File: src/rtl/rdsc_pkg.sv
package rdsc_pkg;
  typedef enum logic [1:0] {
    STEP_HOLD = 2'd0,
    STEP_UP   = 2'd1,
    STEP_DOWN = 2'd2
  } step_dir_e;

  typedef enum logic {
    SUP_BACKUP = 1'b0,
    SUP_MAIN   = 1'b1
  } supply_src_e;
endpackage

File: src/rtl/rdsc_edge_sync.sv
module rdsc_edge_sync #(
  parameter int STAGES = 2
) (
  input  logic clk,
  input  logic rst_n,
  input  logic async_in,
  output logic rise_pulse
);
  logic [STAGES:0] shift_q;
  logic [STAGES:0] shift_d;

  always_comb begin
    shift_d = {shift_q[STAGES-1:0], async_in};
  end

  always_ff @(posedge clk or negedge rst_n) begin
    if (!rst_n) shift_q <= '0;
    else        shift_q <= shift_d;
  end

  assign rise_pulse = shift_q[STAGES-1] & ~shift_q[STAGES];
endmodule

File: src/rtl/rdsc_freq_window.sv
module rdsc_freq_window #(
  parameter int WIN_REFS = 4,
  parameter int OSC_W    = 12
) (
  input  logic             clk,
  input  logic             rst_n,
  input  logic             ref_rise,
  input  logic             osc_rise,
  output logic             win_done,
  output logic [OSC_W-1:0] osc_total
);
  localparam int REF_W = (WIN_REFS > 2) ? $clog2(WIN_REFS) : 1;
  localparam logic [REF_W-1:0] REF_LAST = REF_W'(WIN_REFS - 1);
  localparam logic [OSC_W-1:0] OSC_SAT  = {OSC_W{1'b1}};

  logic [REF_W-1:0] ref_cnt_q, ref_cnt_d;
  logic [OSC_W-1:0] osc_cnt_q, osc_cnt_d;
  logic             cnt_en;

  always_comb begin
    win_done  = ref_rise && (ref_cnt_q == REF_LAST);
    osc_total = (osc_rise && (osc_cnt_q != OSC_SAT)) ? osc_cnt_q + 1'b1 : osc_cnt_q;
    cnt_en    = ref_rise | osc_rise;
    if (win_done) begin
      ref_cnt_d = '0;
      osc_cnt_d = '0;
    end else begin
      ref_cnt_d = ref_rise ? ref_cnt_q + 1'b1 : ref_cnt_q;
      osc_cnt_d = osc_total;
    end
  end

  always_ff @(posedge clk or negedge rst_n) begin
    if (!rst_n) begin
      ref_cnt_q <= '0;
      osc_cnt_q <= '0;
    end else if (cnt_en) begin
      ref_cnt_q <= ref_cnt_d;
      osc_cnt_q <= osc_cnt_d;
    end
  end
endmodule

File: src/rtl/rdsc_code_step.sv
module rdsc_code_step
  import rdsc_pkg::*;
#(
  parameter int WIN_REFS = 4,
  parameter int MARGIN   = 2,
  parameter int OSC_W    = 12,
  parameter int CODE_W   = 7,
  parameter int CODE_RST = 48
) (
  input  logic              clk,
  input  logic              rst_n,
  input  logic              win_done,
  input  logic [OSC_W-1:0]  osc_total,
  input  logic [CODE_W-1:0] code_min,
  input  logic [CODE_W-1:0] code_max,
  output logic [CODE_W-1:0] code_q,
  output logic              code_moved,
  output logic              strobe_q
);
  localparam logic [OSC_W-1:0] LOW_LIM  = OSC_W'(WIN_REFS);
  localparam logic [OSC_W-1:0] HIGH_LIM = OSC_W'(WIN_REFS + MARGIN);

  step_dir_e         dir;
  logic [CODE_W-1:0] code_d;

  always_comb begin
    if (osc_total < LOW_LIM)       dir = STEP_UP;
    else if (osc_total > HIGH_LIM) dir = STEP_DOWN;
    else                           dir = STEP_HOLD;

    code_d = code_q;
    unique case (dir)
      STEP_UP:   if (code_q < code_max) code_d = code_q + 1'b1;
      STEP_DOWN: if (code_q > code_min) code_d = code_q - 1'b1;
      default:   code_d = code_q;
    endcase
    code_moved = win_done && (code_d != code_q);
  end

  always_ff @(posedge clk or negedge rst_n) begin
    if (!rst_n) begin
      code_q   <= CODE_W'(CODE_RST);
      strobe_q <= 1'b0;
    end else begin
      strobe_q <= win_done;
      if (win_done) code_q <= code_d;
    end
  end
endmodule

File: src/rtl/rdsc_boot_fsm.sv
module rdsc_boot_fsm
  import rdsc_pkg::*;
#(
  parameter int STABLE_WINS = 3
) (
  input  logic clk,
  input  logic rst_n,
  input  logic win_done,
  input  logic code_moved,
  output logic use_main
);
  localparam int RUN_W = $clog2(STABLE_WINS + 1);
  localparam logic [RUN_W-1:0] RUN_LAST = RUN_W'(STABLE_WINS - 1);

  supply_src_e      state_q, state_d;
  logic [RUN_W-1:0] run_q, run_d;

  always_comb begin
    state_d = state_q;
    run_d   = run_q;
    if (win_done) begin
      if (code_moved) begin
        run_d = '0;
      end else begin
        if (run_q < RUN_W'(STABLE_WINS)) run_d = run_q + 1'b1;
        if (run_q == RUN_LAST)           state_d = SUP_MAIN;
      end
    end
  end

  always_ff @(posedge clk or negedge rst_n) begin
    if (!rst_n) begin
      state_q <= SUP_BACKUP;
      run_q   <= '0;
    end else if (win_done) begin
      state_q <= state_d;
      run_q   <= run_d;
    end
  end

  assign use_main = (state_q == SUP_MAIN);
endmodule

File: src/rtl/rdsc_pwm.sv
module rdsc_pwm #(
  parameter int PWM_PERIOD = 64,
  parameter int CODE_W     = 7
) (
  input  logic              clk,
  input  logic              rst_n,
  input  logic [CODE_W-1:0] duty_code,
  output logic              pwm_q
);
  localparam int PW = $clog2(PWM_PERIOD);
  localparam logic [PW-1:0] PHASE_LAST = PW'(PWM_PERIOD - 1);

  logic [PW-1:0] phase_q, phase_d;
  logic          pwm_d;

  always_comb begin
    phase_d = (phase_q == PHASE_LAST) ? '0 : phase_q + 1'b1;
    pwm_d   = (CODE_W'(phase_q) < duty_code);
  end

  always_ff @(posedge clk or negedge rst_n) begin
    if (!rst_n) begin
      phase_q <= '0;
      pwm_q   <= 1'b0;
    end else begin
      phase_q <= phase_d;
      pwm_q   <= pwm_d;
    end
  end
endmodule

File: src/rtl/rdsc_top.sv
module rdsc_top #(
  parameter int WIN_REFS    = 4,
  parameter int MARGIN      = 2,
  parameter int STABLE_WINS = 3,
  parameter int PWM_PERIOD  = 64,
  parameter int CODE_RST    = 48,
  parameter int OSC_W       = 12,
  parameter int SYNC_STAGES = 2,
  parameter int CODE_W      = $clog2(PWM_PERIOD + 1)
) (
  input  logic              clk,
  input  logic              rst_n,
  input  logic              ref_clk_in,
  input  logic              replica_osc_in,
  input  logic [CODE_W-1:0] code_min,
  input  logic [CODE_W-1:0] code_max,
  output logic [CODE_W-1:0] vcode,
  output logic              pwm_out,
  output logic              win_end,
  output logic              use_main_supply
);
  localparam int N_IN = 2;

  logic [1:0]       rst_sync_q;
  logic             rst_int_n;
  logic [N_IN-1:0]  raw_in;
  logic [N_IN-1:0]  rise;
  logic             win_done;
  logic [OSC_W-1:0] osc_total;
  logic             code_moved;

  always_ff @(posedge clk or negedge rst_n) begin
    if (!rst_n) rst_sync_q <= 2'b00;
    else        rst_sync_q <= {rst_sync_q[0], 1'b1};
  end
  assign rst_int_n = rst_sync_q[1];

  assign raw_in = {replica_osc_in, ref_clk_in};

  for (genvar gi = 0; gi < N_IN; gi++) begin : g_sync
    rdsc_edge_sync #(.STAGES(SYNC_STAGES)) u_sync (
      .clk        (clk),
      .rst_n      (rst_int_n),
      .async_in   (raw_in[gi]),
      .rise_pulse (rise[gi])
    );
  end

  rdsc_freq_window #(.WIN_REFS(WIN_REFS), .OSC_W(OSC_W)) u_window (
    .clk       (clk),
    .rst_n     (rst_int_n),
    .ref_rise  (rise[0]),
    .osc_rise  (rise[1]),
    .win_done  (win_done),
    .osc_total (osc_total)
  );

  rdsc_code_step #(
    .WIN_REFS(WIN_REFS), .MARGIN(MARGIN), .OSC_W(OSC_W),
    .CODE_W(CODE_W), .CODE_RST(CODE_RST)
  ) u_step (
    .clk        (clk),
    .rst_n      (rst_int_n),
    .win_done   (win_done),
    .osc_total  (osc_total),
    .code_min   (code_min),
    .code_max   (code_max),
    .code_q     (vcode),
    .code_moved (code_moved),
    .strobe_q   (win_end)
  );

  rdsc_boot_fsm #(.STABLE_WINS(STABLE_WINS)) u_boot (
    .clk        (clk),
    .rst_n      (rst_int_n),
    .win_done   (win_done),
    .code_moved (code_moved),
    .use_main   (use_main_supply)
  );

  rdsc_pwm #(.PWM_PERIOD(PWM_PERIOD), .CODE_W(CODE_W)) u_pwm (
    .clk       (clk),
    .rst_n     (rst_int_n),
    .duty_code (vcode),
    .pwm_q     (pwm_out)
  );
endmodule

File: config.mk
export PLATFORM = sky130hd
export DESIGN_NAME = rdsc_top
export DESIGN_NICKNAME = d
export VERILOG_FILES = /design/src/rtl/rdsc_pkg.sv /design/src/rtl/rdsc_edge_sync.sv /design/src/rtl/rdsc_freq_window.sv /design/src/rtl/rdsc_code_step.sv /design/src/rtl/rdsc_boot_fsm.sv /design/src/rtl/rdsc_pwm.sv /design/src/rtl/rdsc_top.sv
export SDC_FILE = /design/constraint.sdc
export NUM_CORES = 1
export LEC_CHECK = 0
export BUFFER_PORTS_ARGS = -buffer_cell sky130_fd_sc_hd__clkbuf_2
export CAP_MARGIN = 30
export CELL_PAD_IN_SITES_DETAIL_PLACEMENT = 2
export CELL_PAD_IN_SITES_GLOBAL_PLACEMENT = 2
export CORE_MARGIN = 4
export CORE_UTILIZATION = 41
export CTS_CLUSTER_DIAMETER = 40
export CTS_CLUSTER_SIZE = 8
export DETAILED_ROUTE_END_ITERATION = 10
export PLACE_DENSITY_LB_ADDON = 0.1
export SLEW_MARGIN = 20
export SYNTH_ARGS = -nofsm -noshare
export SYNTH_HDL_FRONTEND = slang
export SYNTH_SLANG_ARGS = --single-unit
File: constraint.sdc
create_clock -name clk -period 2.7 [get_ports clk]
set_input_delay 0.54 -clock clk [delete_from_list [all_inputs] [get_ports clk]]
set_output_delay 0.54 -clock clk [all_outputs]
set_load 0.01 [all_outputs]
# Yosys cells after proc, flatten, opt, wreduce, memory -nomap -nowiden
# Cells that the tools add are included.
# classes
n_div	0
addsub	6
bitwise	6
n_lt_le_gt_ge	6
n_eq_ne	7
shifts	0
multipliers	0
n_reduce_logical	8
muxes	12
# op_table
op	count
12-bit 2-to-1 mux	2
7-bit 2-to-1 mux	2
7-bit one-hot mux with 2 select lines	1
12-bit by 1-bit adder with 12-bit output, second input constant	1
12-bit by 3-bit greater-than comparator with 1-bit output, second input constant	1
12-bit by 3-bit < comparator with 1-bit output, second input constant	1
2-bit 2-to-1 mux	6
12-bit != test, second input constant	1
7-bit by 1-bit adder with 7-bit output, second input constant	1
7-bit greater-than comparator	1
6-bit by 7-bit < comparator with 1-bit output	1
7-bit < comparator	1
7-bit != test	1
7-bit by 1-bit subtractor with 7-bit output, second input constant	1
6-bit by 1-bit adder with 6-bit output, second input constant	1
2-bit == test, second input constant	3
6-bit == test, second input constant	1
6-bit 2-to-1 mux	1
2-bit by 1-bit adder with 2-bit output, second input constant	2
2-bit AND reduction	2
2-bit nonzero test	2
1-bit logical AND	3
1-bit NOT	3
3-bit AND reduction	1
other kinds (4)	5
# totals
ram_bits	0
in_bits	18
mem_count	0
rom_bits	0
wordCells	56
out_inout_bits	10
register_bits	40
latch_bits	0

# Longest topological paths before layout
# Gate-level depths: netlist of run 1.
# logic_depth
word_depth	13
mapped_depth	10
ltp_nobuf	9

# Hierarchy
# A second synthesis of run 1 with hierarchy kept.
# unflattened
hier_cells	242
area_unflattened_um2	2439.8
# by_module_without_submodules
module	cells_per_inst	instances	area_per_inst_um2	seq_area_each_um2
rdsc_freq_window	81	1	820.8	350.3
rdsc_code_step	95	1	812.0	202.7
rdsc_pwm	39	1	409.1	175.2
rdsc_edge_sync	4	2	88.8	75.1
rdsc_boot_fsm	16	1	166.4	75.1
rdsc_top	3	1	53.8	50.0

# Worst setup path after synthesis of run 1
# Ideal clock, no wire load.
# synth_timing
kind	register to register
start	register u_window.osc_cnt_q[0]
end	register u_step.code_q[0]
stages_incl_launch_ff	11
setup_time_ps	126
period_less_slack_ps	2498
t_required_ps	2574
path_buffers	2
arrival_time_ps	2372
path_slack_ps	202
path_cell_list	dfrtp_1 > ha_1 > buf_6 > and4_1 > buf_6 > a31o_1 > o22ai_2 > nand4bb_2 > nor3_2 > nor3_1 > a311o_1
# synth_via
elab_chain_cells	8
elab_cells_between_ends	11
cone_classes	1 x add/sub; 2 x order compare; 3 x eq/ne; 4 x mux; 1 x reduce/logical
# synth_lines
element	line	text
start, declared	rdsc_freq_window.sv:17	logic [OSC_W-1:0] osc_cnt_q, osc_cnt_d;
start signal, assigned	rdsc_freq_window.sv:39	osc_cnt_q <= osc_cnt_d;
parallel branches: the longest is 2 deep, another holds 12-bit by 1-bit adder with 12-bit output	-	
12-bit 2-to-1 mux (*)	rdsc_freq_window.sv:22	osc_total = (osc_rise && (osc_cnt_q != OSC_SAT)) ? osc_cnt_q + 1'b1 : osc_cnt_q;
12-bit by 3-bit greater-than comparator with 1-bit output	rdsc_code_step.sv:28	else if (osc_total > HIGH_LIM) dir = STEP_DOWN;
2-bit 2-to-1 mux	rdsc_code_step.sv:28	
2-bit 2-to-1 mux (*)	rdsc_code_step.sv:27	if (osc_total < LOW_LIM) dir = STEP_UP;
2-bit == test or 2-bit by 1-bit == test with 1-bit output (tied branches)	rdsc_code_step.sv:32	unique case (dir)
7-bit one-hot mux with 2 select lines (*)	rdsc_code_step.sv:32	
end signal, assigned	rdsc_code_step.sv:42	code_q <= CODE_W'(CODE_RST);
end signal, assigned	rdsc_code_step.sv:46	if (win_done) code_q <= code_d;
end, declared	rdsc_code_step.sv:16	output logic [CODE_W-1:0] code_q,
# Mark *: on every way between the ends.
# A chain may end at the register's enable or synchronous reset.

# Worst setup path after layout of run 1
# layout_timing
start	register u_window.osc_cnt_q[1]
end	register u_step.code_q[3]
# Same word-level chain as after synthesis.

==> flow_metrics.tcl, run 1 <==
set metrics [dict create \
    status "complete, no violations" \
    ant_nets 0 \
    core_um2 6490 \
    rows 29 \
    first_global_vias 2715 \
    initial_utilization 0.431 \
    grt_max_degree 22 \
    routed_wl_mm 8.66 \
    die-area_um2 8210 \
    drt_first_iter_violations 98 \
    area_delta_synth_final_pct 16.8 \
    r2r_start "u_window.osc_cnt_q[1]" \
    report.power.total_mw 2.51 \
    drt-pass1-iter-count 4 \
    grt_pass1_wl_mm 14.3 \
    clock_skew_ps 7.16 \
    clock-sinks 40 \
    crit_path_end_kind "flop" \
    r2r_cells 8 \
    clk_pin_slew_ps 80 \
    n_antenna_cell 0 \
    critical_path_class "reg -> reg" \
    fp.dieH_um 90.6 \
    final_core_util 0.503 \
    cts_tree "built" \
    synth_edf_count 0 \
    drc 0 \
    yosysWarnings 0 \
    num_vias 2499 \
    max-cap-violations 0 \
    viasPerCell 6.08 \
    wl_per_cell_um 21.1 \
    final_cell_mix "37 x dfrtp_1, 27 x clkbuf_2, 24 x ha_1" \
    start_kind "flop" \
    overflow 0 \
    crit_required_ps 2910 \
    antenna_found_initial 0 \
    min-delay-path-class "reg -> async" \
    synth-seq-cells 40 \
    final.setup.tns_ps 0 \
    io_pins 28 \
    ff2ff_setup_slack_ps 70 \
    dp_hpwl_mm 6.34 \
    fin_cells 411 \
    synth_area_per_cell_um2 9.65 \
    ys_seq_area_frac 0.359 \
    rsz0062_at_grt "true" \
    synthCells 290 \
    ctsLongestPathBuffers 2 \
    placed_cells 400 \
    drv_slew 0 \
    ir_drop_mv 0.280 \
    ys_async_sr_fraction 1.00 \
    cts-root-buf "clkbuf_8" \
    layout_commonest_cell "dfrtp_1" \
    synth_cell_type_count 66 \
    io_buffers 27 \
    power.leakage_nw 1.52 \
    whs_ps 335 \
    synth-main-ff-cell "dfrtp_1" \
    setup-violations-final 0 \
    cts_buffers 5 \
    clock.fmax_mhz 381 \
    crit_fanout 5 \
    maxSlewHeadroom 0.467 \
    synth_nets 333 \
    fin_nets 376 \
    gr-usage-all-layers 0.216 \
    final_hold_viol_count 0 \
    r2r-end "u_step.code_q[3]" \
    power.density_nw_per_um2 767 \
    period_needed_ps 2630 \
    cp.arrival_ps 2840 \
    gp_congestion 0.876 \
    max_slew.worst_pin.slew_ps 800 \
    insertion_delay_ps 300 \
    die_width_um 90.6 \
    fill_cells 701 \
    htreeDepth 2 \
    period_share 0.972 \
    drive_gt1_frac 0.237 \
    netlist_area_um2 2800 \
]
==> sequential cells by signal, indices dropped and copies added, names as in the netlist <==
| register | flops |
|---|---|
| u_pwm.pwm_q | 1 |
| u_step.code_q | 7 |
| g_sync.u_sync.shift_q | 6 |
| u_pwm.phase_q | 6 |
| u_step.strobe_q | 1 |
| u_boot.use_main | 1 |
| rst_sync_q | 2 |
| u_boot.run_q | 2 |
| u_window.osc_cnt_q | 12 |
| u_window.ref_cnt_q | 2 |
==> critical path, cell delays in order (launching register included) <==
cell and delay (ps):
dfrtp_1 400, ha_2 260, nand4_1 240, nor4_2 340, o211ai_1 150, a22o_2 310, or3_4 430, a32o_1 260
a22oi_2 140
==> stage by stage <==
stage	worst slack (ps)	instance area, µm²
6_report	74.9	3270
3_3_place_gp	72.4	3080
5_1_grt	-53.3	3270
2_1_floorplan	202	2800
4_1_cts	19.7	3220
3_5_place_dp	-32.8	3080
==> worst max path at each step <==
stage,start,endpoint,slack [ps],depth (start not counted)
finish,u_window.osc_cnt_q[1],u_step.code_q[3],70,8
global route,u_window.osc_cnt_q[1],u_step.code_q[3],-50,8
CTS,u_window.osc_cnt_q[1],u_step.code_q[5],20,8
detailed placement,code_max[5],u_step.code_q[6],-30,9
global placement,code_max[5],u_step.code_q[6],70,9
floorplan,u_window.osc_cnt_q[0],u_step.code_q[0],200,10
==> timing repair <==
item / 4_1_cts / 5_1_grt
buffers inserted: 0 / 2
hold endpoints to repair: 2 / 0
setup endpoints to repair: 1 / 10
resized for setup: 3 / 9
pin swaps: 0 / 2
hold buffers: 1 / 0
==> power breakdown <==
part	switching (mW)	total [mW]	internal (mW)
logic	0.698	1.21	0.514
clock network	0.234	0.443	0.209
registers	0.131	0.850	0.719
==> cell usage after synthesis, types with 4 or more instances <==
cell type   n  share of area
dfrtp_1    38           0.34
ha_1       25           0.11
inv_1      23          0.031
nand2_1    17          0.023
nand3_1    14          0.025
a21oi_1    11          0.020
nor2_1     10          0.013
nand4_1     9          0.020
a21o_1      8          0.021
o31ai_1     8          0.021
and3_1      7          0.016
o211ai_1    7          0.019
o21ai_0     7          0.013
xnor2_1     7          0.022
buf_6       6          0.024
nor3_1      6          0.011
nand2b_1    5          0.011
and2_1      4         0.0089
==> cells by family after synthesis <==
kind of cell | synth area share
AO/OA/AOI/OAI | 0.212
XOR/XNOR | 0.0313
adder cells (fa/ha/maj) | 0.112
buffers and inverters | 0.0644
flip-flops | 0.359
multiplexers | 0.0157
other | 0.00134
AND/OR/NAND/NOR | 0.205
==> metal layers <==
layer	global-route usage	vias up	routed length, µm
li1	-	1169	-
met2	0.369	38	4320
met5	0	-	0
met4	0.0383	0	71
met3	0.0292	7	252
met1	0.294	1285	4010
==> area by class of cell <==
class / instances / area, µm² / share of cell area
Multi-Input combinational cell: 215 / 1680 / 0.513
Timing Repair Buffer: 48 / 308 / 0.0942
Inverter: 23 / 86.3 / 0.0264
Sequential cell: 40 / 1000 / 0.307
Clock inverter: 2 / 13.8 / 0.00421
Clock buffer: 6 / 82.6 / 0.0253
Tap cell: 77 / 96.3 / 0.0295
No activity file was read; power rests on OpenSTA's default activity.
==> run 2: changes to the inputs <==
ABC_AREA = 1   (was unset)
CORE_UTILIZATION = 37   (was 41)
CTS_CLUSTER_DIAMETER = 200   (was 40)
==> run 2 against run 1 <==
First-iteration DRC count increased by 28%. Synthesized area increased by 0.94%. Cell count increased by 25%. Critical endpoint is now u_boot.run_q[0]. Clock power increased by 19%. Critical path type unchanged. Via count increased by 7.6%. Core utilization decreased by 6.0 points. Maximum frequency increased by 6.7%. Clock skew increased by 4.7 ps.
==> flow_metrics.tcl, run 2 <==
set metrics [dict create \
    status "complete, no violations" \
    yosysWarnings 0 \
    cts-root-buf "clkbuf_8" \
    netlist_top_cells_area "dfrtp_1 34%, nand2_1 15%, ha_1 11%" \
    ys_seq_area_frac 0.355 \
    dp_hpwl_mm 6.58 \
    first_global_vias 3004 \
    clk_pin_slew_ps 100 \
    drt-pass1-iter-count 4 \
    crit_required_ps 2940 \
    initial_utilization 0.385 \
    setup-violations-final 0 \
    final_cell_mix "109 x nand2_1, 55 x inv_1, 38 x dfrtp_1" \
    synthCells 377 \
    ant_nets 0 \
    clock.fmax_mhz 407 \
    grt_max_degree 23 \
    rsz0062_at_grt "false" \
    period_needed_ps 2460 \
    yosys-top-cells-count "110 x nand2_1, 55 x inv_1, 38 x dfrtp_1, 25 x ha_1, 25 x nand3_1" \
    drv_slew 0 \
    cts_tree "built" \
    ir_drop_mv 0.291 \
    start_kind "flop" \
    min_to "g_sync[0].u_sync.shift_q[0]" \
    maxSlewHeadroom 0.447 \
    top_layer_used "met4" \
    min_path_cells 1 \
    r2r_cells 15 \
    min-delay-path-class "in -> reg" \
    max_slew.worst_pin.slew_ps 829 \
    synth_top_area_share 0.337 \
    wl_met2_mm 4.50 \
    synth_top_area_cell "dfrtp_1" \
    final.setup.tns_ps 0 \
    report.power.total_mw 2.94 \
    netlist_area_um2 2820 \
    wl_met3_um 313 \
    r2r_start "u_window.osc_cnt_q[1]" \
    core_um2 7330 \
    whs_ps 336 \
    synth-seq-cells 40 \
    fill_cells 886 \
    drt_first_iter_violations 125 \
    synth_edf_count 0 \
    n_antenna_cell 0 \
    top_regs "u_window.osc_cnt_q x12, u_step.code_q x7" \
    routedLengthMet1_mm 3.88 \
    io_buffers 27 \
    hp-start "ref_clk_in" \
    synth_area_per_cell_um2 7.49 \
    drc 0 \
    critical_path_class "reg -> reg" \
    clock_skew_ps 11.8 \
    final_hold_viol_count 0 \
    period_share 0.911 \
    cp.arrival_ps 2700 \
    cts_setup_buffers 0 \
    ff2ff_setup_slack_ps 240 \
    power.density_nw_per_um2 905 \
    antenna_found_initial 0 \
    area_delta_synth_final_pct 15.0 \
    synth-main-ff-cell "dfrtp_1" \
    ys_async_sr_fraction 1.00 \
    synth_cell_type_count 32 \
    largest_reg_flops 12 \
    synth_most_common_cell "nand2_1" \
    die-area_um2 9090 \
    overflow 0 \
    ctsLongestPathBuffers 2 \
    r2r-end "u_boot.run_q[0]" \
    layout_commonest_cell "nand2_1" \
    gr-usage-all-layers 0.214 \
    htreeDepth 2 \
    num_vias 2688 \
    wl_per_cell_um 17.3 \
    max-cap-violations 0 \
    synth_nets 420 \
    io_pins 28 \
    cts_buffers 5 \
    power.leakage_nw 1.70 \
    viasPerCell 5.24 \
    fp.dieH_um 95.4 \
    die_width_um 95.4 \
    top_register "u_window.osc_cnt_q" \
    clock-sinks 40 \
    rows 31 \
    routed_wl_mm 8.85 \
    grt_pass1_wl_mm 14.9 \
    crit_path_end_kind "flop" \
    crit_fanout 9 \
    drive_gt1_frac 0.155 \
    fin_nets 456 \
    insertion_delay_ps 310 \
    gp_congestion 0.814 \
]
[run 2: repair_timing]
action                                  in CTS  in global routing
hold buffers                                 1                  0
endpoints found under the setup margin       0                  6
endpoints found under the hold margin        2                  0
gates resized for setup                      0                  3
[run 2: layout make-up]
class                   instances  area, µm²  share of cell area
clock buffers                   5       68.8              0.0212
clock inverters                 3       46.3              0.0143
inverters                      56        210              0.0647
multi-input cells             277       1600               0.492
flip-flops and latches         40       1000               0.309
well taps                      99        124              0.0382
repair buffers                 33        195              0.0601
[run 2: per-stage QoR]
| step | utilization | std cells | instance area, µm² | setup slack [ps] |
|---|---|---|---|---|
| floorplan | - | 377 | 2820 | 688 |
| global placement | 0.424 | 504 | 3110 | 356 |
| detailed placement | 0.424 | 504 | 3110 | 241 |
| CTS | 0.441 | 513 | 3230 | 130 |
| global route | 0.443 | 513 | 3250 | 2.55 |
| finish | 0.443 | 513 | 3250 | 240 |
[run 2: worst max-delay path by stage]
stage                          start  cells past startpoint  slack, ps                to
6_report       u_window.osc_cnt_q[1]                     15        240   u_boot.run_q[0]
3_3_place_gp             code_min[2]                     15        360  u_step.code_q[5]
2_1_floorplan  u_window.osc_cnt_q[0]                     14        690  u_step.code_q[2]
5_1_grt        u_window.osc_cnt_q[1]                     15          3   u_boot.run_q[0]
3_5_place_dp             code_min[2]                     15        240  u_step.code_q[5]
4_1_cts        u_window.osc_cnt_q[1]                     15        130  u_step.code_q[5]
[run 2: critical path, cell delays in order (launching register included)]
cell,delay (ps)
dfrtp_1,410
ha_1,210
inv_1,90
nor2_4,190
nand3_4,150
nand2_4,150
nand2_1,80
nand2_1,120
nand2_1,100
nor2_4,220
nand3_4,160
nand2_2,130
nand2_2,100
nor2_1,110
nand3_1,90
nand2_1,90
[run 2: cell families (layout without fill, tap and decap cells)]
logic type,count (synthesis),after routing,share of synthesized area
other,1,1,0.00133
xor gates and xnor gates,13,13,0.0403
and+or+nand+nor,198,198,0.332
AOI/OAI and AO/OA,40,40,0.0775
buffers and inverters,60,97,0.0829
adders and majority gates,25,25,0.111
DFF,40,40,0.355
[run 2: power breakdown]
group / leakage (nW) / switching, mW / internal (mW)
clock network: 0.0548 / 0.249 / 0.279
registers: 0.492 / 0.212 / 0.736
logic: 1.16 / 0.952 / 0.508
total: 1.70 / 1.41 / 1.52
[run 2: layer usage]
metal | up-vias | GRT usage
met5 | - | 0
met4 | 0 | 0.0673
met3 | 13 | 0.0339
met2 | 52 | 0.394
met1 | 1338 | 0.253
li1 | 1285 | -
